--- config.mk ---
export PLATFORM = sky130hd
export DESIGN_NAME = clk_src_sel_div
export DESIGN_NICKNAME = d
export VERILOG_FILES = /design/src/rtl/clk_src_pkg.sv /design/src/rtl/clk_ref_prescale.sv /design/src/rtl/clk_slow_div.sv /design/src/rtl/clk_mcyc_div.sv /design/src/rtl/clk_src_sel_div.sv
export SDC_FILE = /design/constraint.sdc
export NUM_CORES = 1
export LEC_CHECK = 0
export ABC_AREA = 1
export BUFFER_PORTS_ARGS = -buffer_cell sky130_fd_sc_hd__buf_2
export CAP_MARGIN = 0
export CORE_AREA = 3 3 40 42
export CTS_BUF_LIST = sky130_fd_sc_hd__clkbuf_4
export DETAILED_ROUTE_END_ITERATION = 12
export DIE_AREA = 0 0 43 45
export GPL_TIMING_DRIVEN = 0
export PLACE_DENSITY = 0.77
export SYNTH_ARGS = -nofsm -noshare
export SYNTH_HDL_FRONTEND = slang
export SYNTH_SLANG_ARGS = --single-unit
--- constraint.sdc ---
create_clock -name clk -period 1.4 [get_ports clk]
set_input_delay 0.14 -clock clk [delete_from_list [all_inputs] [get_ports clk]]
set_output_delay 0.14 -clock clk [all_outputs]
set_load 0.05 [all_outputs]
--- src/rtl/clk_src_pkg.sv ---
package clk_src_pkg;

   typedef enum logic [1:0] {
      SRC_OSC  = 2'd0,
      SRC_MUL2 = 2'd1,
      SRC_MUL4 = 2'd2,
      SRC_SLOW = 2'd3
   } src_e;

   // Map the source field and factor bit onto an active source.
   function automatic src_e decode_src(input logic [1:0] field, input logic x4);
      case (field)
         2'b00:   return x4 ? SRC_MUL4 : SRC_MUL2;
         2'b11:   return SRC_SLOW;
         default: return SRC_OSC;
      endcase
   endfunction

endpackage

--- src/rtl/clk_ref_prescale.sv ---
module clk_ref_prescale #(
   parameter int REF_RATIO = 4
) (
   input  logic clk,
   input  logic rst_n,
   output logic osc_tick,
   output logic mul2_tick,
   output logic mul4_tick
);
   localparam int CW = $clog2(REF_RATIO);

   generate
      if (REF_RATIO < 4 || (1 << CW) != REF_RATIO) begin : g_bad_ratio
         $error("REF_RATIO must be a power of two and at least 4");
      end
   endgenerate

   logic [CW-1:0] phase_q;

   always_ff @(posedge clk or negedge rst_n) begin
      if (!rst_n) phase_q <= '0;
      else        phase_q <= phase_q + 1'b1;
   end

   assign osc_tick  = &phase_q;
   assign mul2_tick = &phase_q[CW-2:0];

   generate
      if (CW == 2) begin : g_mul4_every
         assign mul4_tick = 1'b1;
      end else begin : g_mul4_cmp
         assign mul4_tick = &phase_q[CW-3:0];
      end
   endgenerate

   AST_OSC_SPACED: assert property (@(posedge clk) disable iff (!rst_n)
      osc_tick |=> !osc_tick);

   AST_MUL2_HALVES: assert property (@(posedge clk) disable iff (!rst_n)
      mul2_tick |=> !mul2_tick);

endmodule

--- src/rtl/clk_slow_div.sv ---
module clk_slow_div #(
   parameter int SLOW_W = 8
) (
   input  logic clk,
   input  logic rst_n,
   input  logic osc_tick,
   output logic slow_tick
);
   generate
      if (SLOW_W < 1) begin : g_bad_width
         $error("SLOW_W must be at least 1");
      end
   endgenerate

   logic [SLOW_W-1:0] tick_cnt_q;

   always_ff @(posedge clk or negedge rst_n) begin
      if (!rst_n)        tick_cnt_q <= '0;
      else if (osc_tick) tick_cnt_q <= tick_cnt_q + 1'b1;
   end

   assign slow_tick = osc_tick & (&tick_cnt_q);

   AST_SLOW_ON_OSC: assert property (@(posedge clk) disable iff (!rst_n)
      slow_tick |-> osc_tick);

   AST_SLOW_WRAPS: assert property (@(posedge clk) disable iff (!rst_n)
      slow_tick |=> (tick_cnt_q == '0));

endmodule

--- src/rtl/clk_mcyc_div.sv ---
module clk_mcyc_div
   import clk_src_pkg::*;
#(
   parameter int MCYC_DIV = 4
) (
   input  logic clk,
   input  logic rst_n,
   input  logic sys_en,
   input  src_e req_src,
   output logic mcyc_en,
   output src_e act_src
);
   localparam int MW = (MCYC_DIV > 1) ? $clog2(MCYC_DIV) : 1;
   localparam logic [MW-1:0] LAST = MW'(MCYC_DIV - 1);

   generate
      if (MCYC_DIV < 2) begin : g_bad_div
         $error("MCYC_DIV must be at least 2");
      end
   endgenerate

   logic [MW-1:0] sys_cnt_q;

   always_ff @(posedge clk or negedge rst_n) begin
      if (!rst_n) begin
         sys_cnt_q <= '0;
      end else if (sys_en) begin
         sys_cnt_q <= (sys_cnt_q == LAST) ? '0 : sys_cnt_q + 1'b1;
      end
   end

   assign mcyc_en = sys_en && (sys_cnt_q == LAST);

   // Source only switches at a machine-cycle boundary.
   always_ff @(posedge clk or negedge rst_n) begin
      if (!rst_n)       act_src <= SRC_OSC;
      else if (mcyc_en) act_src <= req_src;
   end

   AST_MCYC_WITH_SYS: assert property (@(posedge clk) disable iff (!rst_n)
      mcyc_en |-> sys_en);

   AST_MCYC_SINGLE: assert property (@(posedge clk) disable iff (!rst_n)
      mcyc_en |=> !mcyc_en);

   AST_SRC_HOLD: assert property (@(posedge clk) disable iff (!rst_n)
      !mcyc_en |=> $stable(act_src));

endmodule

--- src/rtl/clk_src_sel_div.sv ---
module clk_src_sel_div
   import clk_src_pkg::*;
#(
   parameter int REF_RATIO = 4,
   parameter int SLOW_W    = 8,
   parameter int MCYC_DIV  = 4
) (
   input  logic       clk,
   input  logic       rst_n,
   input  logic [1:0] src_field,
   input  logic       mul_x4,
   output logic       sys_en,
   output logic       mcyc_en
);
   logic osc_tick, mul2_tick, mul4_tick, slow_tick;
   src_e req_src, act_src;

   clk_ref_prescale #(.REF_RATIO(REF_RATIO)) i_prescale (
      .clk       (clk),
      .rst_n     (rst_n),
      .osc_tick  (osc_tick),
      .mul2_tick (mul2_tick),
      .mul4_tick (mul4_tick)
   );

   clk_slow_div #(.SLOW_W(SLOW_W)) i_slow (
      .clk       (clk),
      .rst_n     (rst_n),
      .osc_tick  (osc_tick),
      .slow_tick (slow_tick)
   );

   assign req_src = decode_src(src_field, mul_x4);

   always_comb begin
      unique case (act_src)
         SRC_MUL2: sys_en = mul2_tick;
         SRC_MUL4: sys_en = mul4_tick;
         SRC_SLOW: sys_en = slow_tick;
         default:  sys_en = osc_tick;
      endcase
   end

   clk_mcyc_div #(.MCYC_DIV(MCYC_DIV)) i_mcyc (
      .clk     (clk),
      .rst_n   (rst_n),
      .sys_en  (sys_en),
      .req_src (req_src),
      .mcyc_en (mcyc_en),
      .act_src (act_src)
   );

   AST_MUL4_DENSE: assert property (@(posedge clk) disable iff (!rst_n)
      (act_src == SRC_MUL4) |-> sys_en);

   AST_OSC_ALIGNED: assert property (@(posedge clk) disable iff (!rst_n)
      (act_src == SRC_OSC && sys_en) |-> osc_tick);

endmodule

==> results of run 1 <==
-- routing by layer --
layer / vias up / wire [um] / track usage
met5: - / 0 / 0
met4: 0 / 45 / 0.0723
met3: 7 / 71 / 0.0478
met2: 20 / 803 / 0.311
met1: 295 / 667 / 0.190
li1: 304 / - / -
-- tightest hold or removal path, stage by stage --
cell and delay (ns):
buf_2 0.09, inv_1 0.03, nand2_1 0.04, a21oi_1 0.06
nand3_1 0.07, nand2_1 0.06
-- sequential cells by signal (all words and copies together) (netlist names) --
| signal | cells |
|---|---|
| i_prescale.phase_q | 2 |
| i_slow.tick_cnt_q | 8 |
| i_mcyc.act_src | 2 |
| i_mcyc.sys_cnt_q | 2 |
-- cell families after synthesis --
family | share of synthesized area
and+or+nand+nor | 0.278
buffers and inverters | 0.0712
DFF | 0.475
xor gates and xnor gates | 0.0712
adders and majority gates | 0.0847
AOI/OAI and AO/OA | 0.0203
-- area by class of cell --
cell class,instances,area (um2)
sequential,14,350
inverter,14,58.8
tap,15,18.8
multi-input combinational,54,402
fill,69,249
clock inverter,1,3.75
clock buffer,3,22.5
timing repair buffer,23,180
-- repair_timing --
action | CTS | global route
endpoints found under the hold margin | 14 | 0
resized for setup | 5 | 11
hold buffers | 1 | 0
buffers inserted | 7 | 9
pin swaps | 3 | 6
setup endpoints to repair | 2 | 5
-- cells in the final DEF (no fill, tap or decap) --
master and n:
o21ai_1 1, inv_1 12, nand2_4 4, buf_4 16
dfrtp_1 14, clkbuf_4 3, nand3_1 5, xnor2_1 1
xor2_1 5, ha_2 1, nand2_8 1, nand2_2 2
inv_4 1, ha_4 1, nand2_1 18, buf_8 2
nand3_2 2, clkinv_1 1, nand3_4 1, nor2_2 1
dlygate4sd3_1 1, ha_1 3, nor2_4 1, nor2_1 4
nor3_4 1, clkinvlp_4 1, buf_2 4, a21oi_1 2
-- worst min-delay path by stage --
stage	startpoint	endpoint	slack, ns	cells after the start
after floorplan	rst_n	i_mcyc.act_src[0]	-0.16	0
after global placement	rst_n	i_slow.tick_cnt_q[0]	0.05	1
after detailed placement	rst_n	i_slow.tick_cnt_q[0]	0.05	1
after CTS	mul_x4	i_mcyc.act_src[1]	0.22	5
after global routing	mul_x4	i_mcyc.act_src[1]	0.25	5
final	mul_x4	i_mcyc.act_src[0]	0.25	6
-- report_power, final --
group          leakage [nW]  switching, W  total [W]  internal [W]
Clock                0.0154      0.000134   0.000238      0.000103
Combinational         0.393     0.0000168  0.0000271     0.0000104
Sequential            0.171             0   0.000404      0.000404
Total                 0.579      0.000151   0.000669      0.000518
-- metrics by stage --
stage | setup TNS (ns) | cell area, um2
2_1_floorplan | 0 | 778
3_3_place_gp | -0.101 | 827
3_5_place_dp | -0.164 | 827
4_1_cts | -0.541 | 936
5_1_grt | -0.970 | 1040
6_report | -0.558 | 1040
==> results.md, run 1 <==
- Slew @ Worst Pin: approximately 0.33 ns
- Final Hold Fails: 0
- CP Launch Point: i_prescale.phase_q[0]
- Cells after DPL: approximately 100
- TritonCTS Sinks: 14
- Detailed Route Iter0 Violations: 10
- Final wirelength: 1590 um
- CTS tree: yes
- Slowest library cell on the worst path: dfrtp_1
- Final Cycle Share: 1.20
- Top-area cell type share of the netlist area: 0.475
- Top cells by area, synth: dfrtp_1 47%, nand2_1 11%, ha_1 8.5%
- Max Slew Vio Count: 0
- Via/cell ratio: 5.05
- Worst-path fanout max: 4
- Cell taking the most area after synthesis: dfrtp_1
- Syn_nets: 92
- P&R area growth vs syn: 40.3%
- Clock transition at the registers of the reported paths: ~0.08 ns
- Non-filler cells, final: 124
- Routed via count: 626
- Startpoint types: register
- CP arrival: around 1.6 ns
- Post-synthesis sequential area ratio: 0.475
- Synth async-reset ratio: 1.00
- Antenna cells: 0
- Total track usage: 0.172
- Worst-skew pair later-pin latency: 0.28 ns
- Most frequent cell after synthesis: nand2_1
- Layout Utilization: 0.806
- Syn_area_per_cell: 9.00 um2
- Critical Path RT: 1.26 ns
- Pwr Total: 0.000669 W
- GRT overflow: 0
- Detailed Routing Iterations Pass 1: 4
- Setup CP Type: reg2out
- First-pass GRT wire length: about 2400 um
- Inserted Clock Buffers: 3
- Number of synthesized flops with an enable pin: 0
- Synth cell count leaders: 21 x nand2_1, 14 x dfrtp_1, 14 x inv_1, 7 x nand3_1
- Status: finished with violations
- Leakage: a little under 0.6 nW
- Post-Place Setup Slack: -0.136 ns
- Initial Utilization: 0.574
- Min-Delay Path Class: in2reg
- Flops & latches, synth: 14
- Worst Setup End Kind: output port
- CP Depth: 8
- Top_reg_cell synth: dfrtp_1
- Die Span Y: 45 um
- Relative slew slack: 0.781
- Cells after Synth: 82
- I/O pin total: 7
- Max stage delay on crit path: about 0.4 ns
- Top delay family on crit path: simple AND/OR/NAND/NOR gates
- Setup WS post-layout: -0.286 ns
- Max VDD drop: 0.347 mV
- Largest net degree at the start of global routing: 15
- R2r worst-path depth: 9
- # port buffers: 6
- Setup crit end: mcyc_en
- Fmax: 593 MHz
- Max Cap Viol: 0
- Yosys warnings: 0
- Layout cells sized above 1: 0.385
- Vias in the first global route: 591
- Row count: 13
- Mapped Area: 738 um2
- Final HPWL DP: around 860 um
- Pwr/cell area: 645 nW/um2
- DRC: 0
- Net count, final: 120
- Failing checks: negative setup slack
- CP cell instances: ha_4, nand3_4, nor2_4, nand2_4, nand2_8, nand2_4, clkinvlp_4, buf_8
- FF-to-FF Start: i_prescale.phase_q[0]
- Gpl congestion: 0.680
- Netlist cell types: 15
- Antenna violations before repair: 0
- Antenna-violating nets left: 0
- Min Tclk post-route: 1.69 ns
- Reg-to-reg setup timing slack: -0.02 ns
- Htree depth: 1
- Die area: 1940 um2
- CTS root buffer: clkbuf_4
- DR WL/cell: 12.8 um
- CP Buf/Inv Count: 2
- R2R Path End: i_mcyc.act_src[1]
- RSZ-0062 raised after global routing: true
- Final setup viols: 4
- Clk_skew: 0.000959 ns
- Die X: about 43 um
- WHS: 0.246 ns
- Core ar.: 1280 um2
- CP dominant cell by count: nand2_4
- Clock buffer depth: 2
(Power assumes the default switching activity.)
==> run 2, diff against run 1 <==
--- a/config.mk
+++ b/config.mk
@@ -8,12 +8,13 @@
 export ABC_AREA = 1
 export BUFFER_PORTS_ARGS = -buffer_cell sky130_fd_sc_hd__buf_2
 export CAP_MARGIN = 0
-export CORE_AREA = 3 3 40 42
+export CORE_AREA = 2 2 39 41
 export CTS_BUF_LIST = sky130_fd_sc_hd__clkbuf_4
 export DETAILED_ROUTE_END_ITERATION = 12
-export DIE_AREA = 0 0 43 45
+export DIE_AREA = 0 0 41 43
 export GPL_TIMING_DRIVEN = 0
 export PLACE_DENSITY = 0.77
+export RECOVER_POWER = 50
 export SYNTH_ARGS = -nofsm -noshare
 export SYNTH_HDL_FRONTEND = slang
 export SYNTH_SLANG_ARGS = --single-unit
==> run 2 against run 1 <==
  * The run still ends with negative setup slack left
  * First-iteration DRC count decreased by 50%
  * Sequential share of layout area increased by 3.7 points
  * Flip-flop and latch count unchanged
  * Global-route usage increased by 1.9 points
  * Die area decreased by 8.9%
  * Cell count decreased by 8.9%
  * Maximum frequency increased by 0.86%
  * Clock power decreased by 2%
  * Worst setup slack improved by 0.014 ns
  * Combinational power about the same
==> results.md, run 2 (synthesis results as in run 1) <==
- GRT overflow: 0 (unchanged)
- Core ar.: 1380 um2 (+7.7%)
- Clock buffer depth: 2 (unchanged)
- Slew @ Worst Pin: 0.774 ns (+0.445 ns)
- Antenna violations before repair: 0 (unchanged)
- Slowest library cell on the worst path: dfrtp_1
- Critical Path RT: 1.26 ns (about the same)
- Min Tclk post-route: 1.67 ns (-0.0144 ns)
- Most frequent cells in the layout: 20 x nand2_1, 14 x dfrtp_1, 12 x inv_1
- P&R area growth vs syn: 26.4%
- Clk_skew: 0.00143 ns (+0.000474 ns)
- Routed via count: 554 (-12%)
- CTS root buffer: clkbuf_4
- Layout cells sized above 1: 0.247 (-0.138)
- Area of the multi-input gates: 389 um2 (-3.1%)
- Largest net degree at the start of global routing: 15 (unchanged)
- Worst-skew pair later-pin latency: 0.28 ns (about the same)
- Die area: 1760 um2 (-8.9%)
- CP dominant cell by count: nand2_4
- Detailed Routing Iterations Pass 1: 4 (unchanged)
- CP cell instances: ha_4, nand3_4, nor2_4, nand2_4, nand2_8, nand2_4, clkinvlp_4, buf_8
- Final Hold Fails: 0 (unchanged)
- FF/Latch Area: 350 um2 (unchanged)
- P_sw: 0.000147 W (-2.3%)
- Total track usage: 0.191 (+0.0187)
- Row count: 14 (+1)
- Max reg flops: 8 (unchanged)
- # port buffers: 6 (unchanged)
- Net count, final: 108 (-10%)
- Cells after DPL: 104 (+0.97%)
- I/O pin total: 7 (unchanged)
- Reg power frac: 0.607 (+0.003)
- Worst-path fanout max: 4 (unchanged)
- Combinational power share: 0.041 (about the same)
- Max Slew Vio Count: 0 (unchanged)
- Max VDD drop: 0.393 mV (+13%)
- Met2 wire len: 703 um (-12%)
- Pwr Total: 0.000665 W (-0.56%)
- Non-filler cells, final: 113 (-8.9%)
- Detailed Route Iter0 Violations: 5 (-5)
- Final setup viols: 2 (-2)
- Commonest non-fill, non-tap cell in the layout: nand2_1
- Inserted Clock Buffers: 3 (unchanged)
- DRC: 0 (unchanged)
- Relative slew slack: 0.484 (-0.297)
- Failing checks: negative setup slack
- Reg with most FFs: i_slow.tick_cnt_q
- Max Cap Viol: 0 (unchanged)
- Antenna-violating nets left: 0 (unchanged)
- Wl on met1: 505 um (-24%)
- Setup WS post-layout: -0.272 ns (+0.0144 ns)
- Clock power frac: 0.352 (-0.003)
- Vias in the first global route: 515 (-13%)
- Post-Place Setup Slack: -0.124 ns (+0.0122 ns)
- Met3 Wirelength: 53 um (-25%)
- TritonCTS Sinks: 14 (unchanged)
- First-pass GRT wire length: 2130 um (-12%)
- Pwr/cell area: 712 nW/um2 (+10%)
- Leakage: 0.517 nW (-11%)
- Min-Delay Path Class: in2reg
- Die Span Y: 43 um (-4.4%)
- Worst Setup End Kind: output port
- Status: finished with violations
- Initial Utilization: 0.533 (-0.0410)
- DR WL/cell: 11.4 um (-11%)
- Via/cell ratio: 4.90 (-2.9%)
- Antenna cells: 0 (unchanged)
- Die X: 41 um (-4.7%)
- Fmax: 598 MHz (+0.86%)
- CTS tree: yes
- Htree depth: 1 (unchanged)
- Final wirelength: 1290 um (-19%)
- RSZ-0062 raised after global routing: true
- Cell Int Power: 0.000518 W (about the same)
- Switching share of power: 0.222 (-0.00390)
- WHS: 0.244 ns (-0.00166 ns)
- DR top layer: met4
- Final HPWL DP: 893 um (+4.4%)
- Clock transition at the registers of the reported paths: 0.08 ns (about the same)
- Gpl congestion: 0.745 (+9.5%)
- Startpoint types: register
- Final Cycle Share: 1.19 (-0.0103)
- CP arrival: 1.53 ns (-0.02 ns)
- Setup CP Type: reg2out
- Max stage delay on crit path: 0.39 ns (-0.02 ns)
- Fillers: 108 (+57%)
[run 2: final timing paths]
kind                                  startpoint               endpoint  slack, ns  cells past startpoint
max in group asynchronous                  rst_n    i_mcyc.sys_cnt_q[1]       0.48                      2
min in group asynchronous                  rst_n   i_slow.tick_cnt_q[0]       0.44                      2
setup reg to reg           i_prescale.phase_q[0]      i_mcyc.act_src[1]       0.10                      8
setup / recovery           i_prescale.phase_q[0]                mcyc_en      -0.27                      8
hold / removal                            mul_x4      i_mcyc.act_src[0]       0.24                      6
hold reg to reg            i_prescale.phase_q[0]  i_prescale.phase_q[0]       0.49                      1
[run 2: final cells by class]
type,count,share of cell area
inverters,14,0.0630
well taps,16,0.0214
clock buffers,3,0.0241
multi-input cells,54,0.417
flip-flops and latches,14,0.375
clock inverters,1,0.00402
repair buffers,11,0.0952
[run 2: repair_timing]
item / CTS / global route
resized for setup: 6 / 5
gates cloned: 0 / 0
pin swaps: 5 / 1
hold buffers: 1 / 0
endpoints found under the setup margin: 2 / 3
buffers inserted: 2 / 2
hold endpoints to repair: 14 / 0
[run 2: worst max-delay path: cells and delay by family, from the launching register on]
kind	cells	cell delay, ns
and+or+nand+nor	5	0.44
DFF	1	0.39
buffers and inverters	2	0.21
adders and majority gates	1	0.19
[run 2: layer usage]
metal | up-vias | global-route usage
li1 | 282 | -
met1 | 258 | 0.217
met2 | 9 | 0.291
met3 | 5 | 0.0785
met4 | 0 | 0.100
met5 | - | 0
[run 2: power by group through the flow]
| stage | Combinational (W) | Sequential (W) | Clock, W |
|---|---|---|---|
| after floorplan | 0.00000923 | 0.000412 | 0 |
| after global placement | 0.0000236 | 0.000412 | 0 |
| after detailed placement | 0.0000258 | 0.000412 | 0 |
| after CTS | 0.0000282 | 0.000404 | 0.000245 |
| after global routing | 0.0000317 | 0.000404 | 0.000259 |
| final | 0.0000270 | 0.000404 | 0.000234 |
[run 2: through the flow]
stage | util | setup TNS [ns] | instance area (um2)
after floorplan | - | 0 | 778
after global placement | 0.599 | -0.101 | 828
after detailed placement | 0.599 | -0.137 | 828
after CTS | 0.657 | -0.630 | 910
after global routing | 0.675 | -0.704 | 933
final | 0.675 | -0.537 | 933
